### config.mk
export PLATFORM = sky130hd
export DESIGN_NAME = burst_addr_seq
export DESIGN_NICKNAME = d
export VERILOG_FILES = /design/src/rtl/sbs_pkg.sv /design/src/rtl/sbs_start_reg.sv /design/src/rtl/sbs_beat_ctr.sv /design/src/rtl/sbs_order_map.sv /design/src/rtl/burst_addr_seq.sv
export SDC_FILE = /design/constraint.sdc
export NUM_CORES = 1
export LEC_CHECK = 0
export BUFFER_PORTS_ARGS = -buffer_cell sky130_fd_sc_hd__buf_2
export CAP_MARGIN = 20
export CORE_MARGIN = 1.5
export CORE_UTILIZATION = 35
export CTS_BUF_LIST = sky130_fd_sc_hd__clkbuf_8 sky130_fd_sc_hd__clkbuf_16
export CTS_CLUSTER_DIAMETER = 150
export DETAILED_ROUTE_END_ITERATION = 12
export GPL_ROUTABILITY_DRIVEN = 1
export GPL_TIMING_DRIVEN = 0
export PLACE_DENSITY = 0.73
export SYNTH_ARGS = -nofsm -noshare
export SYNTH_HDL_FRONTEND = slang
export SYNTH_SLANG_ARGS = --single-unit
### constraint.sdc
create_clock -name clk -period 1 [get_ports clk]
set_input_delay 0.3 -clock clk [delete_from_list [all_inputs] [get_ports clk]]
set_output_delay 0.3 -clock clk [all_outputs]
set_load 0.005 [all_outputs]
### src/rtl/sbs_pkg.sv
package sbs_pkg;

   typedef enum logic {
      ORD_LINEAR      = 1'b0,
      ORD_INTERLEAVED = 1'b1
   } order_e;

   // Linear: the beat offset is added to the start, wrapping within the burst
   function automatic logic [7:0] lin_step(input logic [7:0] start, input logic [7:0] beat);
      return start + beat;
   endfunction

endpackage

### src/rtl/sbs_start_reg.sv
module sbs_start_reg #(
   parameter int ADDR_W = 16
) (
   input  logic              clk,
   input  logic              rst_n,
   input  logic              load,
   input  logic [ADDR_W-1:0] addr_in,
   output logic [ADDR_W-1:0] start_q
);

   always_ff @(posedge clk or negedge rst_n) begin
      if (!rst_n)     start_q <= '0;
      else if (load)  start_q <= addr_in;
   end

endmodule

### src/rtl/sbs_beat_ctr.sv
module sbs_beat_ctr #(
   parameter int BEAT_W = 2
) (
   input  logic              clk,
   input  logic              rst_n,
   input  logic              clear,
   input  logic              step,
   output logic [BEAT_W-1:0] beat_q
);

   localparam logic [BEAT_W-1:0] ONE = BEAT_W'(1);

   always_ff @(posedge clk or negedge rst_n) begin
      if (!rst_n)      beat_q <= '0;
      else if (clear)  beat_q <= '0;
      else if (step)   beat_q <= beat_q + ONE;
   end

endmodule

### src/rtl/sbs_order_map.sv
module sbs_order_map
   import sbs_pkg::*;
#(
   parameter int BEAT_W = 2
) (
   input  logic [BEAT_W-1:0] start_lo,
   input  logic [BEAT_W-1:0] beat,
   input  logic              order_sel,
   output logic [BEAT_W-1:0] low_addr
);

   logic [BEAT_W-1:0] lin_lo;
   logic [BEAT_W-1:0] ilv_lo;
   order_e            order;

   assign order = order_e'(order_sel);

   // Interleaved ordering: each bit is flipped by the matching beat bit
   for (genvar i = 0; i < BEAT_W; i++) begin : g_ilv
      assign ilv_lo[i] = start_lo[i] ^ beat[i];
   end

   logic [7:0] lin_full;
   assign lin_full = lin_step(8'(start_lo), 8'(beat));
   assign lin_lo   = lin_full[BEAT_W-1:0];

   always_comb begin
      case (order)
         ORD_INTERLEAVED: low_addr = ilv_lo;
         default:         low_addr = lin_lo;
      endcase
   end

endmodule

### src/rtl/burst_addr_seq.sv
module burst_addr_seq
   import sbs_pkg::*;
#(
   parameter int ADDR_W = 16,
   parameter int BEAT_W = 2
) (
   input  logic              clk,
   input  logic              rst_n,
   input  logic [ADDR_W-1:0] addr_in,
   input  logic              proc_as_n,
   input  logic              ctrl_as_n,
   input  logic              adv_n,
   input  logic              chip_en,
   input  logic              order_sel,
   output logic [ADDR_W-1:0] array_addr
);

   if (BEAT_W < 1 || BEAT_W > 8) begin : g_bad_beat
      $error("BEAT_W must lie between 1 and 8");
   end
   if (ADDR_W <= BEAT_W) begin : g_bad_addr
      $error("ADDR_W must exceed BEAT_W");
   end

   logic              load;
   logic              step;
   logic [ADDR_W-1:0] start_q;
   logic [BEAT_W-1:0] beat_q;
   logic [BEAT_W-1:0] low_addr;

   assign load = !ctrl_as_n || (!proc_as_n && chip_en);
   assign step = !load && !adv_n;

   sbs_start_reg #(.ADDR_W(ADDR_W)) u_start (
      .clk     (clk),
      .rst_n   (rst_n),
      .load    (load),
      .addr_in (addr_in),
      .start_q (start_q)
   );

   sbs_beat_ctr #(.BEAT_W(BEAT_W)) u_beat (
      .clk    (clk),
      .rst_n  (rst_n),
      .clear  (load),
      .step   (step),
      .beat_q (beat_q)
   );

   sbs_order_map #(.BEAT_W(BEAT_W)) u_map (
      .start_lo  (start_q[BEAT_W-1:0]),
      .beat      (beat_q),
      .order_sel (order_sel),
      .low_addr  (low_addr)
   );

   assign array_addr = {start_q[ADDR_W-1:BEAT_W], low_addr};

endmodule

==> flow_metrics.env <==
export IMPL_grt_pass1_vias=600
export IMPL_fp_row_count=17
export IMPL_mappedNetlistArea_um2=872
export IMPL_grt_antenna_before_repair=0
export IMPL_drc_errors=0
export IMPL_setup_viol=24
export IMPL_synth_area_per_cell_um2=14.5
export IMPL_grt_use_total_pct=12.9
export IMPL_drv_slew=0
export IMPL_placedCellCount=126
export IMPL_synthDistinctLibCells=12
export IMPL_skew_ns=0.00000586
export IMPL_min_path_cells=2
export IMPL_whs_ns=0.279
export IMPL_ys_ff_latch=18
export IMPL_drt_iter0_markers=1
export IMPL_multi_input_area_um2=320
export IMPL_cts_max_path_buffers=2
export IMPL_period_minus_slack_ns=1.47
export IMPL_diodes=0
export IMPL_synthToLayoutAreaGrowth_pct=62.3
export IMPL_drt_total_wl_um=1510
export IMPL_die_area_mm2=0.00280
export IMPL_cts_tree="built"
export IMPL_power_leakage_nw=0.708
export IMPL_max_freq_mhz=680
export IMPL_slowest_stage="dfrtp_1"
export IMPL_fin_nets=136
export IMPL_vias=582
export IMPL_syn_inst=60
export IMPL_synth_compound_area_share_pct=1.87
export IMPL_reg2reg_depth=3
export IMPL_synth_mux_area_share_pct=24.1
export IMPL_instances_no_fill=139
export IMPL_fillers=206
export IMPL_final_cell_mix="buf_2, buf_6, dfrtp_1"
export IMPL_rsz0062_at_grt="yes"
export IMPL_hp_class="in2reg"
export IMPL_ff2ff_setup_slack_ns=-0.01
export IMPL_min_to="u_start.start_q[10]"
export IMPL_overflow=0
export IMPL_intPower_mw=1.53
export IMPL_htreeDepth=1
export IMPL_grt_max_degree=19
export IMPL_yosysWarnings=0
export IMPL_final_setup_worst_slack_ns=-0.470
export IMPL_dr_pass1_iters=2
export IMPL_power_frac_seq_pct=43.3
export IMPL_clkTransAtPathRegs_ns=0.07
export IMPL_hold_start="addr_in[10]"
export IMPL_clk_latency_ns=0.25
export IMPL_core_area_mm2=0.00228
export IMPL_cp_data_arrival_time_ns=1.17
export IMPL_layout_drive_gt1_share_pct=79.3
export IMPL_synth_net_count=84
export IMPL_cts_made_buffers=3
export IMPL_clock_sinks=18
export IMPL_synthAdderAreaFrac_pct=1.43
export IMPL_start_kind="flip-flop"
export IMPL_start_util_pct=38.3
export IMPL_outcome="complete, but fails checks"
export IMPL_criticalPathCategory="reg2out"
export IMPL_setup_tns_ns=-2.50
export IMPL_slew_headroom_pct=74.1
export IMPL_regArea_um2=450
export IMPL_ioPinCount=39
export IMPL_timing_final_crit_share_pct=147
export IMPL_die_height_um=52.9
export IMPL_gp_congestion=0.681
export IMPL_critPathMaxFanout=2
export IMPL_r2r_end="u_start.start_q[7]"
export IMPL_vdd_ir_drop_max_uv=1130
export IMPL_reg2reg_from="u_start.start_q[7]"
export IMPL_avgViaCountPerCell=4.19
export IMPL_tightest_slew_ns=0.389
export IMPL_failed_checks="negative setup slack"
export IMPL_hpwl_um=1100
export IMPL_switching_share_pct=21.9
export IMPL_synth_xor_area_share_pct=3.01
export IMPL_path_cells="ha_2 -> nor2b_4 -> xnor2_2 -> buf_2"
export IMPL_drv_cap=0
export IMPL_power_density_mw_per_mm2=1390
export IMPL_grt_pass1_wl_um=2570
export IMPL_io_buffers=38
export IMPL_cpPeakStageDelay_ns=0.39
export IMPL_clockPowerShare_pct=29.6
export IMPL_endpoint_kind="primary output"
export IMPL_finalHoldViolCount=0
export IMPL_ant_nets=0
export IMPL_seq_area_frac_synth_pct=51.6
export IMPL_final_core_util_pct=62.2
export IMPL_layout_commonest_cell="buf_2"
export IMPL_routedWlPerCell_um=10.9
export IMPL_synth_top_family_by_area="multiplexers"
export IMPL_die_w_um=52.9
export IMPL_cts_root_buf="clkbuf_8"
export IMPL_worst_ep_required_time_ns=0.70
export IMPL_synth_simple_gate_area_share_pct=3.16
export IMPL_p_sw_mw=0.429
export IMPL_power_share_combinational_pct=27.1
-- cell usage after synthesis, drive strengths merged --
| cell type | instances | share of area (%) |
|---|---|---|
| mux2 | 16 | 24 |
| inv | 1 | 0.43 |
| nor3 | 1 | 0.57 |
| nor2b | 3 | 2.2 |
| dfrtp | 18 | 52 |
| ha | 1 | 1.4 |
| nor2 | 1 | 0.43 |
| o21ai | 1 | 1.9 |
| buf | 15 | 14 |
| xnor2 | 3 | 3.0 |
-- repair_timing --
action / 4_1_cts / 5_1_grt
setup buffers: 9 / 7
gates cloned: 1 / 0
pin swaps: 3 / 1
hold buffers: 1 / 0
endpoints found under the setup margin: 32 / 27
resized for setup: 25 / 2
endpoints found under the hold margin: 18 / 0
-- layout make-up --
type | count | share of cell area, %
buffer | 6 | 5.39
tap | 28 | 2.48
multi-input combinational | 26 | 22.6
inverter | 1 | 1.15
sequential | 18 | 31.8
timing repair buffer | 56 | 32.6
clock buffer | 4 | 3.89
-- cells by family after synthesis --
kind of cell	Yosys count
xor gates and xnor gates	3
muxes	16
and+or+nand+nor	5
DFF	18
adders and majority gates	1
buffers and inverters	16
AOI/OAI and AO/OA	1
-- flip-flops by register name, summed over array words and instances, names as in the netlist --
signal and flops:
u_start.start_q 16, u_beat.beat_q 2
-- worst max-delay path: cells and delay by family, from the launching register on --
family / cells / cell delay, ns
buf+inv: 1 / 0.12
simple gates: 1 / 0.12
flops: 1 / 0.39
fa+ha+maj: 1 / 0.18
xor+xnor: 1 / 0.11
-- per-stage QoR --
| step | cell area, um2 | worst slack [ns] | power (mW) |
|---|---|---|---|
| final | 1420 | -0.470 | 1.96 |
| after global routing | 1420 | -0.546 | 2.07 |
| after CTS | 1370 | -0.493 | 1.96 |
| after detailed placement | 1130 | -0.450 | 1.24 |
| after global placement | 1130 | -0.439 | 1.23 |
| after floorplan | 902 | -0.172 | 1.09 |
-- metal layers --
layer / track usage [%] / part of all wire, % / vias up
li1: - / - / 287
met1: 15.8 / 44 / 273
met3: 3.95 / 5.9 / 0
met4: 3.85 / 0 / 0
met5: 0 / 0 / -
met2: 21.7 / 50 / 22
-- worst max path at each step --
stage | startpoint | slack (ns) | end
3_5_place_dp | chip_en | -0.45 | u_start.start_q[4]
6_report | u_beat.beat_q[0] | -0.47 | array_addr[1]
5_1_grt | u_beat.beat_q[0] | -0.55 | array_addr[1]
3_3_place_gp | chip_en | -0.44 | u_start.start_q[7]
2_1_floorplan | chip_en | -0.17 | u_start.start_q[10]
4_1_cts | u_start.start_q[0] | -0.49 | array_addr[1]
-- power by group through the flow --
stage	registers [mW]	clock network, mW	logic (mW)
after global placement	0.849	0	0.382
after global routing	0.859	0.635	0.578
after floorplan	0.840	0	0.250
after CTS	0.851	0.595	0.509
after detailed placement	0.851	0	0.392
final	0.850	0.581	0.532
Note: power is estimated with default switching activity, not from simulation.
